$ cat src/rtl/pn_acq_pkg.sv
package pn_acq_pkg;
  typedef enum logic [1:0] {
    SRCH_IDLE = 2'd0,
    SRCH_HUNT = 2'd1,
    SRCH_LOCK = 2'd2
  } srch_state_e;
endpackage

$ cat src/rtl/pn_acq_corr.sv
module pn_acq_corr #(
  parameter int SAMPLE_W = 3,
  parameter int CODE_LEN = 1023,
  parameter int SUM_W    = 13,
  parameter int CNT_W    = 10
) (
  input  logic                    clk,
  input  logic                    rst_n,
  input  logic                    run_i,
  input  logic                    chip_en_i,
  input  logic [SAMPLE_W-1:0]     sample_i,
  input  logic                    replica_i,
  output logic signed [SUM_W-1:0] sum_o,
  output logic                    dump_o
);
  logic signed [SUM_W-1:0] acc_q, acc_d;
  logic signed [SUM_W-1:0] sum_q, sum_d;
  logic signed [SUM_W-1:0] smp_ext, prod, total;
  logic [CNT_W-1:0]        cnt_q, cnt_d;
  logic                    dump_q, dump_d;
  logic                    last_chip;

  assign smp_ext   = {{(SUM_W-SAMPLE_W){sample_i[SAMPLE_W-1]}}, sample_i};
  assign prod      = replica_i ? -smp_ext : smp_ext;
  assign total     = acc_q + prod;
  assign last_chip = (cnt_q == CNT_W'(CODE_LEN - 1));

  always_comb begin
    acc_d  = acc_q;
    cnt_d  = cnt_q;
    sum_d  = sum_q;
    dump_d = 1'b0;
    if (!run_i) begin
      acc_d = '0;
      cnt_d = '0;
    end else if (chip_en_i) begin
      if (last_chip) begin
        sum_d  = total;
        dump_d = 1'b1;
        acc_d  = '0;
        cnt_d  = '0;
      end else begin
        acc_d = total;
        cnt_d = cnt_q + 1'b1;
      end
    end
  end

  always_ff @(posedge clk or negedge rst_n) begin
    if (!rst_n) begin
      acc_q  <= '0;
      cnt_q  <= '0;
      sum_q  <= '0;
      dump_q <= 1'b0;
    end else begin
      acc_q  <= acc_d;
      cnt_q  <= cnt_d;
      sum_q  <= sum_d;
      dump_q <= dump_d;
    end
  end

  assign sum_o  = sum_q;
  assign dump_o = dump_q;

  AST_CNT_BOUND: assert property (@(posedge clk) disable iff (!rst_n)
    cnt_q < CNT_W'(CODE_LEN));
  AST_DUMP_PULSE: assert property (@(posedge clk) disable iff (!rst_n)
    dump_q |=> !dump_q);
  AST_IDLE_NO_COUNT: assert property (@(posedge clk) disable iff (!rst_n)
    (run_i && !chip_en_i) |=> ($stable(cnt_q) && $stable(acc_q)));
  AST_SUM_ONLY_ON_DUMP: assert property (@(posedge clk) disable iff (!rst_n)
    !dump_q |-> $stable(sum_q));
endmodule

$ cat src/rtl/pn_acq_srch.sv
module pn_acq_srch
  import pn_acq_pkg::*;
#(
  parameter int SUM_W        = 13,
  parameter int DETECT_LEVEL = 1022,
  parameter int PH_BINS      = 2046,
  parameter int PH_W         = 11
) (
  input  logic                    clk,
  input  logic                    rst_n,
  input  logic                    dump_i,
  input  logic signed [SUM_W-1:0] sum_i,
  output logic                    run_o,
  output logic                    slip_o,
  output logic                    locked_o,
  output logic [PH_W-1:0]         phase_o
);
  srch_state_e           state_q, state_d;
  logic                  slip_q, slip_d;
  logic [PH_W-1:0]       phase_q, phase_d;
  logic signed [SUM_W:0] sum_ext, mag;
  logic                  hit;

  assign sum_ext = {sum_i[SUM_W-1], sum_i};
  assign mag     = sum_ext[SUM_W] ? -sum_ext : sum_ext;
  assign hit     = (mag >= $signed((SUM_W+1)'(DETECT_LEVEL)));

  always_comb begin
    state_d = state_q;
    slip_d  = 1'b0;
    phase_d = phase_q;
    case (state_q)
      SRCH_IDLE: state_d = SRCH_HUNT;
      SRCH_HUNT: begin
        if (dump_i) begin
          if (hit) begin
            state_d = SRCH_LOCK;
          end else begin
            slip_d  = 1'b1;
            phase_d = (phase_q == PH_W'(PH_BINS - 1)) ? '0 : phase_q + 1'b1;
          end
        end
      end
      SRCH_LOCK: state_d = SRCH_LOCK;
      default:   state_d = SRCH_IDLE;
    endcase
  end

  always_ff @(posedge clk or negedge rst_n) begin
    if (!rst_n) begin
      state_q <= SRCH_IDLE;
      slip_q  <= 1'b0;
      phase_q <= '0;
    end else begin
      state_q <= state_d;
      slip_q  <= slip_d;
      phase_q <= phase_d;
    end
  end

  assign run_o    = (state_q != SRCH_IDLE);
  assign slip_o   = slip_q;
  assign locked_o = (state_q == SRCH_LOCK);
  assign phase_o  = phase_q;

  AST_SLIP_AFTER_DUMP: assert property (@(posedge clk) disable iff (!rst_n)
    slip_o |-> $past(dump_i));
  AST_SLIP_PULSE: assert property (@(posedge clk) disable iff (!rst_n)
    slip_o |=> !slip_o);
  AST_PHASE_HOLD: assert property (@(posedge clk) disable iff (!rst_n)
    !slip_o |-> $stable(phase_o));
  AST_NO_SLIP_LOCKED: assert property (@(posedge clk) disable iff (!rst_n)
    locked_o |-> !slip_o);
  AST_LOCK_STICKY: assert property (@(posedge clk) disable iff (!rst_n)
    locked_o |=> locked_o);
  AST_PHASE_BOUND: assert property (@(posedge clk) disable iff (!rst_n)
    phase_o < PH_W'(PH_BINS));
endmodule

$ cat src/rtl/pn_acq_ctrl.sv
module pn_acq_ctrl #(
  parameter int SAMPLE_W     = 3,
  parameter int CODE_LEN     = 1023,
  parameter int DETECT_LEVEL = 1022,
  localparam int SUM_W   = $clog2(CODE_LEN * (2 ** (SAMPLE_W - 1)) + 1) + 1,
  localparam int CNT_W   = $clog2(CODE_LEN),
  localparam int PH_BINS = 2 * CODE_LEN,
  localparam int PH_W    = $clog2(PH_BINS)
) (
  input  logic                    clk,
  input  logic                    rst_n,
  input  logic                    chip_en_i,
  input  logic [SAMPLE_W-1:0]     sample_i,
  input  logic                    replica_i,
  output logic signed [SUM_W-1:0] corr_sum_o,
  output logic                    dump_o,
  output logic                    slip_o,
  output logic                    locked_o,
  output logic [PH_W-1:0]         phase_o
);
  logic run;

  pn_acq_corr #(
    .SAMPLE_W (SAMPLE_W),
    .CODE_LEN (CODE_LEN),
    .SUM_W    (SUM_W),
    .CNT_W    (CNT_W)
  ) u_corr (
    .clk       (clk),
    .rst_n     (rst_n),
    .run_i     (run),
    .chip_en_i (chip_en_i),
    .sample_i  (sample_i),
    .replica_i (replica_i),
    .sum_o     (corr_sum_o),
    .dump_o    (dump_o)
  );

  pn_acq_srch #(
    .SUM_W        (SUM_W),
    .DETECT_LEVEL (DETECT_LEVEL),
    .PH_BINS      (PH_BINS),
    .PH_W         (PH_W)
  ) u_srch (
    .clk      (clk),
    .rst_n    (rst_n),
    .dump_i   (dump_o),
    .sum_i    (corr_sum_o),
    .run_o    (run),
    .slip_o   (slip_o),
    .locked_o (locked_o),
    .phase_o  (phase_o)
  );

  AST_DUMP_THEN_STATUS: assert property (@(posedge clk) disable iff (!rst_n)
    $rose(locked_o) |-> $past(dump_o));
endmodule

$ cat config.mk
export PLATFORM = sky130hd
export DESIGN_NAME = pn_acq_ctrl
export DESIGN_NICKNAME = d
export VERILOG_FILES = /design/src/rtl/pn_acq_pkg.sv /design/src/rtl/pn_acq_corr.sv /design/src/rtl/pn_acq_srch.sv /design/src/rtl/pn_acq_ctrl.sv
export SDC_FILE = /design/constraint.sdc
export NUM_CORES = 1
export LEC_CHECK = 0
export CAP_MARGIN = 20
export CORE_MARGIN = 1
export CORE_UTILIZATION = 50
export DETAILED_ROUTE_END_ITERATION = 8
export PLACE_DENSITY = 0.78
export REMOVE_ABC_BUFFERS = 1
export SETUP_SLACK_MARGIN = 0.2
export SLEW_MARGIN = 15
export SYNTH_ARGS = -nofsm -noshare
export SYNTH_HDL_FRONTEND = slang
export SYNTH_SLANG_ARGS = --single-unit
export TNS_END_PERCENT = 10
$ cat constraint.sdc
create_clock -name clk -period 2.7 [get_ports clk]
set_clock_uncertainty 0.2 [all_clocks]
set_input_delay 0.27 -clock clk [delete_from_list [all_inputs] [get_ports clk]]
set_output_delay 0.27 -clock clk [all_outputs]
set_load 0.005 [all_outputs]
==> results.sh <==
export IMPL_outcome="finished, violations left"
export IMPL_violations="negative setup slack"
export IMPL_cp_start_kind="flip-flop"
export IMPL_vias=3164
export IMPL_rsz0062_at_grt="yes"
export IMPL_ys_seq_area_share_pct=39.3
export IMPL_required_ns=2.69
export IMPL_gr_total_overflow=0
export IMPL_globalplace_congestion=0.837
export IMPL_rows=29
export IMPL_fin_crit_sh_pct=107
export IMPL_r2r_start="u_corr.sum_o[4]$_DFFE_PN0P_"
export IMPL_ys_async_sr_fraction_pct=100
export IMPL_clk_path_buf_depth=2
export IMPL_clk_latency_ns=0.30
export IMPL_grt_pass1_vias=3163
export IMPL_dieArea_sq_um=6830
export IMPL_fin_ws_ns=-0.202
export IMPL_drt_pre_antenna_iters=5
export IMPL_start_util_pct=51.5
export IMPL_final_cell_mix="67 x buf_4, 51 x dfrtp_1, 28 x clkdlybuf4s50_1"
export IMPL_clkTransAtPathRegs_ns=0.09
export IMPL_synth_edff_count=0
export IMPL_r2r_end="u_srch.phase_o[7]$_DFFE_PN0P_"
export IMPL_grt_pass1_wl_um=15000
export IMPL_synth_cell_types=59
export IMPL_core_area_sq_um=6310
export IMPL_hold_class="input port to async pin"
export IMPL_peakVddDrop_uv=686
export IMPL_synth_cells=330
export IMPL_crit_path_max_fanout=7
export IMPL_timing_slew_headroom_pct=66.8
export IMPL_utilization_pct=75.7
export IMPL_grt_max_degree=23
export IMPL_leakage_nw=2.08
export IMPL_ys_seq_elements=51
export IMPL_period_needed_ns=2.90
export IMPL_syn_avg_cell_area_sq_um=9.85
export IMPL_route_detailed_drc=0
export IMPL_die_y_um=82.6
export IMPL_crit_path_end="u_srch.phase_o[7]$_DFFE_PN0P_"
export IMPL_cts_max_level=2
export IMPL_synth_flop_cell="dfrtp_1"
export IMPL_routed_wl_um=9170
export IMPL_p_per_area_nw_per_um2=686
export IMPL_worstMarginPinSlew_ns=0.496
export IMPL_ant_nets=0
export IMPL_r2r_cells=7
export IMPL_nNetsFinal=469
export IMPL_critical_path_class="flip-flop to flip-flop"
export IMPL_drv_slew=0
export IMPL_cts_made_buffers=5
export IMPL_cts_sinks=51
export IMPL_endpoint_kind="flip-flop"
export IMPL_gr_usage_all_layers_pct=29.2
export IMPL_dpl_hpwl_um=5920
export IMPL_antenna_found_initial=0
export IMPL_routed_via_density=6.17
export IMPL_nFillCells=408
export IMPL_die_x_um=82.6
export IMPL_cts_tree="built"
export IMPL_final_hold_viol_count=0
export IMPL_drive_gt1_share_pct=36.7
export IMPL_r2r_slack_ns=-0.20
export IMPL_max_freq_mhz=345
export IMPL_area_growth_pct=47.1
export IMPL_io_pins=34
export IMPL_crit_start="u_corr.sum_o[4]$_DFFE_PN0P_"
export IMPL_holdWs_ns=0.199
export IMPL_netlist_area_sq_um=3250
export IMPL_fin_tns_setup_ns=-2.09
export IMPL_final_common_cell="buf_4"
export IMPL_clock_root_buffer="clkbuf_8"
export IMPL_yosysTopAreaCell="dfrtp_1"
export IMPL_critical_path_arrival_ns=2.89
export IMPL_yosys_top_cells_area="dfrtp_1 39%, ha_1 9.6%, mux2_2 3.5%, xnor2_1 3.0%, xor2_1 3.0%"
export IMPL_yosysWarnings=0
export IMPL_wl_per_cell_um=17.9
export IMPL_port_buffers=33
export IMPL_antenna_cells=0
export IMPL_drv_cap=0
export IMPL_drt_iter0_markers=139
export IMPL_synth_top_area_share_pct=39.3
export IMPL_setup_viol=14
[layer usage]
layer | share of wire (%) | track usage, %
met4 | 3.4 | 13.3
met3 | 5.6 | 4.62
met2 | 49 | 49.5
met5 | 0 | 0
met1 | 42 | 36.5
[how the worst min path moves through the flow]
stage               startpoint                             to  slack, ns  cells past startpoint
floorplan                rst_n    u_corr.acc_q[0]$_DFFE_PN0P_      -0.23                      0
finish                   rst_n    u_corr.cnt_q[0]$_DFFE_PN0P_       0.20                      2
CTS                      rst_n    u_corr.cnt_q[0]$_DFFE_PN0P_       0.19                      2
global placement         rst_n  u_srch.phase_o[2]$_DFFE_PN0P_      -0.02                      1
detailed placement       rst_n  u_srch.phase_o[2]$_DFFE_PN0P_      -0.02                      1
global route             rst_n    u_corr.cnt_q[0]$_DFFE_PN0P_       0.24                      2
[what timing repair did]
action / in CTS / in global routing
gates cloned: 1 / 0
pin swaps: 34 / 5
hold buffers: 1 / 0
gates resized for setup: 88 / 12
setup buffers: 13 / 1
endpoints found under the hold margin: 12 / 0
endpoints found under the setup margin: 32 / 29
[cell usage after synthesis, drive strengths merged (5+ instances only)]
cell type / number
xor2: 11
nor2: 24
ha: 25
dfrtp: 51
a22o: 10
o41ai: 7
inv: 17
clkbuf: 5
xnor2: 11
nand2: 22
o31ai: 8
mux2: 14
nor3: 9
and3: 6
o21ai: 16
a31oi: 5
nand4: 9
nand3: 10
a21oi: 15
[critical path, cell delays in order (launching register included)]
cell and delay, ns:
dfrtp_1 0.39, or4_4 0.57, or3_4 0.38, nor4_4 0.31, o311ai_4 0.12, or3_4 0.48
buf_12 0.17, o22a_1 0.16
[final cells by class]
cell class / count / area, sq um / area share, %
Multi-Input combinational cell: 252 / 2340 / 49.0
Inverter: 18 / 67.6 / 1.41
Tap cell: 77 / 96.3 / 2.02
Clock inverter: 1 / 5.00 / 0.105
Timing Repair Buffer: 108 / 910 / 19.0
Clock buffer: 6 / 82.6 / 1.73
Sequential cell: 51 / 1280 / 26.7
[per-stage QoR]
stage	instances	cell area, sq um	setup WS (ns)	total power [W]
final	513	4780	-0.202	0.00328
after global routing	513	4780	-0.269	0.00348
after CTS	512	4680	-0.131	0.00317
after detailed placement	490	4080	-0.795	0.00232
after global placement	490	4080	-0.679	0.00227
after floorplan	321	3200	-0.578	0.00179
[kinds of logic (layout without fill, tap and decap cells)]
logic type	Yosys count	count (layout)	synth area share [%]
muxes	15	15	5.16
buffers and inverters	27	133	3.50
DFF	51	51	39.3
xor gates and xnor gates	22	22	5.93
adders and majority gates	26	26	10.2
AOI/OAI and AO/OA	81	81	17.4
and+or+nand+nor	108	108	18.6
[flip-flops by register name, indices dropped and copies added (netlist names)]
register,flops
u_corr.cnt_q,10
u_corr.acc_q,13
u_corr.sum_o,13
u_srch.state_q,2
u_srch.phase_o,11
u_srch.slip_o,1
u_corr.dump_o,1
[power breakdown]
| part | total (W) | switching, W | internal, W |
|---|---|---|---|
| Sequential | 0.00104 | 0.000146 | 0.000894 |
| Clock | 0.000440 | 0.000239 | 0.000202 |
| Combinational | 0.00180 | 0.000863 | 0.000937 |
| Total | 0.00328 | 0.00125 | 0.00203 |
Note: power is estimated with default switching activity, not from simulation.
